$ cat src/rtl/dfm_pkg.sv
package dfm_pkg;

    typedef enum logic [2:0] {
        ST_IDLE    = 3'd0,
        ST_CS_LEAD = 3'd1,
        ST_FS_LEAD = 3'd2,
        ST_SHIFT   = 3'd3,
        ST_FS_TAIL = 3'd4,
        ST_CS_TAIL = 3'd5,
        ST_GAP     = 3'd6
    } dfm_state_t;

    function automatic int dfm_max5(int a, int b, int c, int d, int e);
        int m;
        m = a;
        if (b > m) m = b;
        if (c > m) m = c;
        if (d > m) m = d;
        if (e > m) m = e;
        return m;
    endfunction

endpackage

$ cat src/rtl/dfm_timer.sv
module dfm_timer #(
    parameter int TW = 4
) (
    input  logic          clk,
    input  logic          rst_n,
    input  logic          load,
    input  logic [TW-1:0] load_val,
    output logic          expired
);
    logic [TW-1:0] cnt_q;

    always_ff @(posedge clk or negedge rst_n) begin
        if (!rst_n)              cnt_q <= '0;
        else if (load)           cnt_q <= load_val;
        else if (cnt_q != '0)    cnt_q <= cnt_q - 1'b1;
    end

    assign expired = (cnt_q == '0);
endmodule

$ cat src/rtl/dfm_sclk_gen.sv
module dfm_sclk_gen #(
    parameter int HALF_CYC = 4
) (
    input  logic clk,
    input  logic rst_n,
    input  logic run,
    output logic sclk_o,
    output logic rise_o
);
    localparam int CW = $clog2(HALF_CYC + 1);
    localparam logic [CW-1:0] LIM = CW'(HALF_CYC - 1);

    logic [CW-1:0] cnt_q;
    logic          sclk_q;

    always_ff @(posedge clk or negedge rst_n) begin
        if (!rst_n) begin
            cnt_q  <= '0;
            sclk_q <= 1'b1;
        end else if (!run) begin
            cnt_q  <= '0;
            sclk_q <= 1'b1;
        end else if (cnt_q == LIM) begin
            cnt_q  <= '0;
            sclk_q <= ~sclk_q;
        end else begin
            cnt_q  <= cnt_q + 1'b1;
        end
    end

    assign sclk_o = sclk_q;
    assign rise_o = run && (cnt_q == LIM) && !sclk_q;

    assert_sclk_idle_R4: assert property (@(posedge clk) disable iff (!rst_n)
        !run |=> sclk_o);
endmodule

$ cat src/rtl/dfm_shifter.sv
module dfm_shifter #(
    parameter int W = 16
) (
    input  logic         clk,
    input  logic         rst_n,
    input  logic         load,
    input  logic [W-1:0] din,
    input  logic         shift,
    output logic         msb_o
);
    logic [W-1:0] sr_q;

    always_ff @(posedge clk or negedge rst_n) begin
        if (!rst_n)      sr_q <= '0;
        else if (load)   sr_q <= din;
        else if (shift)  sr_q <= {sr_q[W-2:0], 1'b0};
    end

    assign msb_o = sr_q[W-1];
endmodule

$ cat src/rtl/dac_frame_master.sv
module dac_frame_master #(
    parameter int WORD_W      = 16,
    parameter int HALF_CYC    = 4,
    parameter int CS_FS_CYC   = 2,
    parameter int FS_SCLK_CYC = 1,
    parameter int FS_TAIL_CYC = 2,
    parameter int CS_TAIL_CYC = 2,
    parameter int FS_HIGH_CYC = 3
) (
    input  logic              clk,
    input  logic              rst_n,
    input  logic              word_valid,
    input  logic [WORD_W-1:0] word_data,
    output logic              word_ready,
    output logic              dac_cs_n,
    output logic              dac_fs,
    output logic              dac_sclk,
    output logic              dac_sdo
);
    import dfm_pkg::*;

    localparam int MAXC = dfm_max5(CS_FS_CYC, FS_SCLK_CYC, FS_TAIL_CYC,
                                   CS_TAIL_CYC, FS_HIGH_CYC);
    localparam int TW = $clog2(MAXC + 1);
    localparam int BW = $clog2(WORD_W);
    localparam logic [BW-1:0] LAST_BIT = BW'(WORD_W - 1);

    dfm_state_t    state_q, state_d;
    logic [BW-1:0] bit_q;
    logic          tmr_load, tmr_done, run, rise, sh_load;
    logic [TW-1:0] tmr_val;

    // state register
    always_ff @(posedge clk or negedge rst_n) begin
        if (!rst_n) state_q <= ST_IDLE;
        else        state_q <= state_d;
    end

    // next state
    always_comb begin
        state_d = state_q;
        unique case (state_q)
            ST_IDLE:    if (word_valid)                  state_d = ST_CS_LEAD;
            ST_CS_LEAD: if (tmr_done)                    state_d = ST_FS_LEAD;
            ST_FS_LEAD: if (tmr_done)                    state_d = ST_SHIFT;
            ST_SHIFT:   if (rise && bit_q == LAST_BIT)   state_d = ST_FS_TAIL;
            ST_FS_TAIL: if (tmr_done)                    state_d = ST_CS_TAIL;
            ST_CS_TAIL: if (tmr_done)                    state_d = ST_GAP;
            ST_GAP:     if (tmr_done)                    state_d = ST_IDLE;
            default:                                     state_d = ST_IDLE;
        endcase
    end

    // outputs and timer control
    always_comb begin
        word_ready = 1'b0;
        dac_cs_n   = 1'b0;
        dac_fs     = 1'b1;
        run        = 1'b0;
        sh_load    = 1'b0;
        tmr_load   = 1'b0;
        tmr_val    = '0;
        unique case (state_q)
            ST_IDLE: begin
                word_ready = 1'b1;
                dac_cs_n   = 1'b1;
                sh_load    = word_valid;
                tmr_load   = word_valid;
                tmr_val    = TW'(CS_FS_CYC - 1);
            end
            ST_CS_LEAD: begin
                tmr_load = tmr_done;
                tmr_val  = TW'(FS_SCLK_CYC - 1);
            end
            ST_FS_LEAD: dac_fs = 1'b0;
            ST_SHIFT: begin
                dac_fs   = 1'b0;
                run      = 1'b1;
                tmr_load = rise && (bit_q == LAST_BIT);
                tmr_val  = TW'(FS_TAIL_CYC - 1);
            end
            ST_FS_TAIL: begin
                dac_fs   = 1'b0;
                tmr_load = tmr_done;
                tmr_val  = TW'(CS_TAIL_CYC - 1);
            end
            ST_CS_TAIL: begin
                tmr_load = tmr_done;
                tmr_val  = TW'(FS_HIGH_CYC - 1);
            end
            ST_GAP: dac_cs_n = 1'b1;
            default: dac_cs_n = 1'b1;
        endcase
    end

    // bit counter: counts rising edges inside the frame
    always_ff @(posedge clk or negedge rst_n) begin
        if (!rst_n)       bit_q <= '0;
        else if (sh_load) bit_q <= '0;
        else if (rise)    bit_q <= bit_q + 1'b1;
    end

    dfm_timer #(.TW(TW)) u_timer (
        .clk(clk), .rst_n(rst_n), .load(tmr_load),
        .load_val(tmr_val), .expired(tmr_done)
    );

    dfm_sclk_gen #(.HALF_CYC(HALF_CYC)) u_sclk (
        .clk(clk), .rst_n(rst_n), .run(run),
        .sclk_o(dac_sclk), .rise_o(rise)
    );

    dfm_shifter #(.W(WORD_W)) u_shift (
        .clk(clk), .rst_n(rst_n), .load(sh_load), .din(word_data),
        .shift(rise), .msb_o(dac_sdo)
    );

    assert_idle_lines_R1: assert property (@(posedge clk) disable iff (!rst_n)
        word_ready |-> (dac_cs_n && dac_fs && dac_sclk));

    assert_accept_R2: assert property (@(posedge clk) disable iff (!rst_n)
        $fell(word_ready) |-> $past(word_valid));

    assert_sclk_framed_R4: assert property (@(posedge clk) disable iff (!rst_n)
        !$stable(dac_sclk) |-> (!dac_cs_n && !dac_fs));

    assert_sdo_stable_R7: assert property (@(posedge clk) disable iff (!rst_n)
        !dac_sclk |-> $stable(dac_sdo));

    assert_fs_rise_in_cs_R9: assert property (@(posedge clk) disable iff (!rst_n)
        $rose(dac_fs) |-> !dac_cs_n);
endmodule

$ cat config.mk
export PLATFORM = sky130hd
export DESIGN_NAME = dac_frame_master
export DESIGN_NICKNAME = d
export VERILOG_FILES = /design/src/rtl/dfm_pkg.sv /design/src/rtl/dfm_timer.sv /design/src/rtl/dfm_sclk_gen.sv /design/src/rtl/dfm_shifter.sv /design/src/rtl/dac_frame_master.sv
export SDC_FILE = /design/constraint.sdc
export NUM_CORES = 1
export LEC_CHECK = 0
export BUFFER_PORTS_ARGS = -buffer_cell sky130_fd_sc_hd__buf_2
export CORE_UTILIZATION = 45
export DETAILED_ROUTE_END_ITERATION = 8
export GPL_ROUTABILITY_DRIVEN = 0
export GPL_TIMING_DRIVEN = 0
export PLACE_DENSITY = 0.69
export SETUP_SLACK_MARGIN = 0.15
export SYNTH_ARGS = -nofsm -noshare
export SYNTH_HDL_FRONTEND = slang
export SYNTH_SLANG_ARGS = --single-unit
$ cat constraint.sdc
create_clock -name clk -period 2.5 [get_ports clk]
set_clock_uncertainty 0.1 [all_clocks]
set_input_delay 0.25 -clock clk [delete_from_list [all_inputs] [get_ports clk]]
set_output_delay 0.25 -clock clk [all_outputs]
set_load 0.03 [all_outputs]
# Yosys cells after proc, flatten, opt, wreduce, memory -nomap -nowiden
# Cells that the tools add are included.
# W data, S select, Z words.
word_totals:
  reg_bits: 29
  input_bits: 19
  out_inout_bits: 5
  word_cells: 65
op_classes:
  add_sub_neg: 3
  eq_ne: 16
  mux: 25
  bitwise: 1
  n_reduce_logical: 14
ops:
  columns: ["op", "n"]
  rows:
  - ["$mux W16", 2]
  - ["$mux W3", 9]
  - ["$pmux W3 S7", 1]
  - ["$ne A2 B2 Y1 const B", 8]
  - ["$eq A3 B2 Y1 const B", 3]
  - ["$eq A3 B3 Y1 const B", 3]
  - ["$reduce_or A3 Y1", 3]
  - ["$mux W4", 2]
  - ["$mux W1", 7]
  - ["$reduce_and A7 Y1", 1]
  - ["$reduce_bool A2 Y1", 3]
  - ["$reduce_or A5 Y1", 1]
  - ["$add A4 B1 Y4 const B", 1]
  - ["$eq A4 B4 Y1 const B", 1]
  - ["$mux W2", 2]
  - ["$pmux W2 S2", 1]
  - ["$add A3 B1 Y3 const B", 1]
  - ["$eq A3 B1 Y1 const B", 1]
  - ["$logic_and A1 B1 Y1", 3]
  - ["$logic_not A3 Y1", 1]
  - ["$pmux W1 S3", 1]
  - ["$logic_not A2 Y1", 1]
  - ["$sub A2 B1 Y2 const B", 1]
  - ["$logic_not A1 Y1", 1]
  - ["$not A1 Y1", 1]

# Logic depth before layout (Yosys ltp)
logic_depth:
  ltp_word: 7
  ltp_mapped: 6
  depth_no_buf: 5

# Cells and area by module
# A second synthesis with hierarchy kept.
unflattened:
  hier_cells: 144
  hier_area_um2: 1481.4
modules_own_cells:
  columns: ["module", "instances", "cells_each", "area_per_inst_um2", "seq_area_each_um2"]
  rows:
  - ["dfm_shifter", 1, 69, 742.0, 400.4]
  - ["dac_frame_master", 1, 48, 441.7, 175.2]
  - ["dfm_sclk_gen", 1, 15, 183.9, 101.3]
  - ["dfm_timer", 1, 12, 113.9, 50.0]

# Worst setup path before layout
# Ideal clock, no wire load.
synth_timing:
  path_kind: "reg-to-output"
  startpoint: "register state_q[1]"
  endpoint: "output dac_cs_n"
  t_arrival_ps: 1696
  required_time_ps: 2150
  path_slack_ps: 454
  stages_incl_launch_ff: 4
  n_path_buf: 1
  cell_sequence: "dfrtp_1 > clkbuf_1 > nor3_1 > a21o_1"
synth_via:
  elab_chain_cells: 3
  word_cells_on_any_way: 7
  classes_between: "5 x eq/ne; 1 x mux; 1 x reduce/logical"
synth_rtl:
  columns: ["item", "line_no", "rtl"]
  rows:
  - ["from (decl)", "dac_frame_master.sv:28", "dfm_state_t state_q, state_d;"]
  - ["from (signal assigned)", "dac_frame_master.sv:36", "else state_q <= state_d;"]
  - ["$eq A3 B3 Y1, or another cell as far along", "dac_frame_master.sv:63", "unique case (state_q)"]
  - ["$reduce_or A5 Y1 (no line) (*)", null, null]
  - ["$mux W1 (*)", "dac_frame_master.sv:63", null]
  - ["to (decl)", "dac_frame_master.sv:15", "output logic dac_cs_n,"]
# Every way passes the cells marked *; elsewhere a longest branch is shown, timed or not.

# Worst setup path in the final report
layout_timing:
  startpoint: "register state_q[1]"
  endpoint: "output dac_fs"
layout_via:
  elab_chain_cells: 3
  word_cells_on_any_way: 5
  classes_between: "3 x eq/ne; 1 x mux; 1 x reduce/logical"
layout_rtl:
  columns: ["item", "line_no", "rtl"]
  rows:
  - ["$eq A3 B3 Y1 or $eq A3 B2 Y1 (tied branches)", "dac_frame_master.sv:63", null]
  - ["$reduce_or A3 Y1 (no line) (*)", null, null]
  - ["$mux W1 (*)", "dac_frame_master.sv:63", null]
  - ["to (decl)", "dac_frame_master.sv:16", "output logic dac_fs,"]
# Marked as above.

==> flow_summary.ini <==
[outcome]
outcome = finished clean

[power]
power_density_mw_per_mm2 = 1060
peakVddDrop_uv = 467
p_leak_nw = 0.852
power_mw = 1.78

[yosys]
synth-seq-area-share = 0.503
yosys-top-cells-count = 28 x dfrtp_1, 17 x and3_1, 15 x a221o_1
synthesis.instances = 131
ys_warn_count = 0
synth_most_common_cell = dfrtp_1
ys_top_cells_by_area = dfrtp_1 48%, a221o_1 10%, and3_1 7.4%, ha_1 2.6%, buf_2 2.1%
ys_seq_elements = 29
syn_avg_cell_area_um2 = 11.0
ys.flop_type = dfrtp_1
synthArstFlopShare = 1.00
synth_cell_type_count = 38
synth_nets = 153
synth_area_mm2 = 0.00145
synth_edf_count = 0
synth.largest_area_cell = dfrtp_1
synth_top_area_frac = 0.484

[critical_path]
end_kind = primary output
arrival_ns = 1.63
critPathLaunchType = flip-flop
worstPathRequired_ns = 2.15
path_class = reg -> out
cp_max_fo = 10
r2r_cells = 6

[final_layout]
final_core_util = 0.550
syn_to_final_growth_pct = 16.0
nets = 184
antenna_cells = 0
layout-drive-gt1-share = 0.264

[sta]
hold_ws_ns = 0.0488
fin_crit_sh = 0.793
hold_viol_final = 0
drv_slew = 0
fin_crit_ns = 1.98
setup_violations = 0
slew_headroom = 0.575
max_freq_ghz = 0.505
rsz0062_at_grt = no
tns_ns = 0
worst_slew_pin_slew_ns = 0.638
setup_slack_ns = 0.519

[detailed_routing]
post_drt_wl_per_cell_um = 14.4
wl_um = 2990
viasPerCell = 5.68
dr.pass1.iters = 6
drt.antenna.violating_nets = 0
vias = 1175
drtIter0Drc = 66
drc_errors = 0

[global_route]
antenna_found_initial = 0
grtUsageTotal = 0.195
grt_pass1_vias = 1104
grt_overflow = 0
grt_max_degree = 30
grt_pass1_wl_um = 4920

[clocking]
postCtsResizedCells = 0
path_clk_slew_ns = 0.10
cts_max_level = 2
ctsLongestPathBuffers = 2
cts_tree = yes
clockRootBuffer = clkbuf_4
worstSkewPairLatency_ns = 0.32
clock_sinks = 29
numCtsBuffers = 5

[hold_path]
hp-class = in -> reg
min_path_cells = 2

[placed_design]
dp_hpwl_um = 2090
place_ws_ns = 0.561
numPortBuffers = 23

[floorplanning]
boundaryPins = 24
die_h_um = 58.7
die-width_um = 58.7
die_area_mm2 = 0.00345
core_mm2 = 0.00305
initial_core_util = 0.474
num_rows = 20

[run]
drv_cap = 0
## critical path, stage by stage, from the launching register on
cell and delay [ns]:
dfrtp_1 0.46, clkbuf_1 0.34, nor2b_1 0.27, a21oi_1 0.06, buf_2 0.18
## layout by cell type, fill, tap and decap left out, types with 3 or more instances in the layout
cell type	netlist	layout
a21o_1	3	3
a21oi_1	4	4
a221o_1	15	15
and3_1	17	17
buf_2	6	29
clkbuf_1	5	6
clkbuf_4	0	5
dfrtp_1	28	28
ha_1	3	3
inv_1	5	5
nand2_1	6	6
nand3_1	4	4
nor2_1	4	4
o21ai_0	3	3
## registers in the layout, summed over array words and instances, names as in the netlist
register and flops:
u_sclk.cnt_q 3, bit_q 4, u_shift.sr_q 16, u_timer.cnt_q 2
u_sclk.sclk_o 1, state_q 3
## path summary, 6_finish.rpt
path	from	endpoint	slack [ns]
setup / recovery	state_q[1]$_DFFE_PN0P_	dac_fs	0.52
hold reg to reg	u_sclk.cnt_q[0]$_DFF_PN0_	u_sclk.cnt_q[0]$_DFF_PN0_	0.33
min in group asynchronous	rst_n	u_shift.sr_q[8]$_DFFE_PN0P_	0.38
setup reg to reg	u_sclk.cnt_q[0]$_DFF_PN0_	u_shift.sr_q[15]$_DFFE_PN0P_	0.55
max in group asynchronous	rst_n	state_q[2]$_DFFE_PN0P_	1.50
hold / removal	word_data[8]	u_shift.sr_q[8]$_DFFE_PN0P_	0.05
## report_power, final
group	leakage [nW]	switching [mW]	internal, mW
Combinational	0.459	0.384	0.339
Sequential	0.360	0.118	0.671
Clock	0.0320	0.165	0.107
## routing by layer
layer / part of all wire / global-route usage
met3: 0.046 / 0.0527
met5: 0 / 0
met4: 0.013 / 0.0714
met1: 0.46 / 0.248
met2: 0.48 / 0.320
## cells by family (layout without fill, tap and decap cells)
| logic type | after synthesis | in the layout | share of synthesized area |
|---|---|---|---|
| simple gates | 44 | 44 | 0.198 |
| compound gates | 38 | 38 | 0.221 |
| flops | 29 | 29 | 0.503 |
| buf+inv | 16 | 48 | 0.0467 |
| fa+ha+maj | 3 | 3 | 0.0260 |
| xor+xnor | 1 | 1 | 0.00606 |
## stage by stage
step / area, um2 / instances
2_1_floorplan: 1450 / 131
3_3_place_gp: 1620 / 198
3_5_place_dp: 1620 / 198
4_1_cts: 1680 / 207
5_1_grt: 1680 / 207
6_report: 1680 / 207
## layout make-up
| cell class | count | area [um2] |
|---|---|---|
| Buffer | 11 | 48.8 |
| Clock buffer | 6 | 41.3 |
| Clock inverter | 2 | 10.0 |
| Fill cell | 309 | 1380 |
| Inverter | 5 | 18.8 |
| Multi-Input combinational cell | 86 | 652 |
| Sequential cell | 29 | 727 |
| Tap cell | 44 | 55.1 |
| Timing Repair Buffer | 24 | 125 |
## repair_timing
item	in CTS	in global routing
setup buffers	0	0
endpoints found under the hold margin	28	0
hold buffers	1	0
No activity file was read; power rests on OpenSTA's default activity.
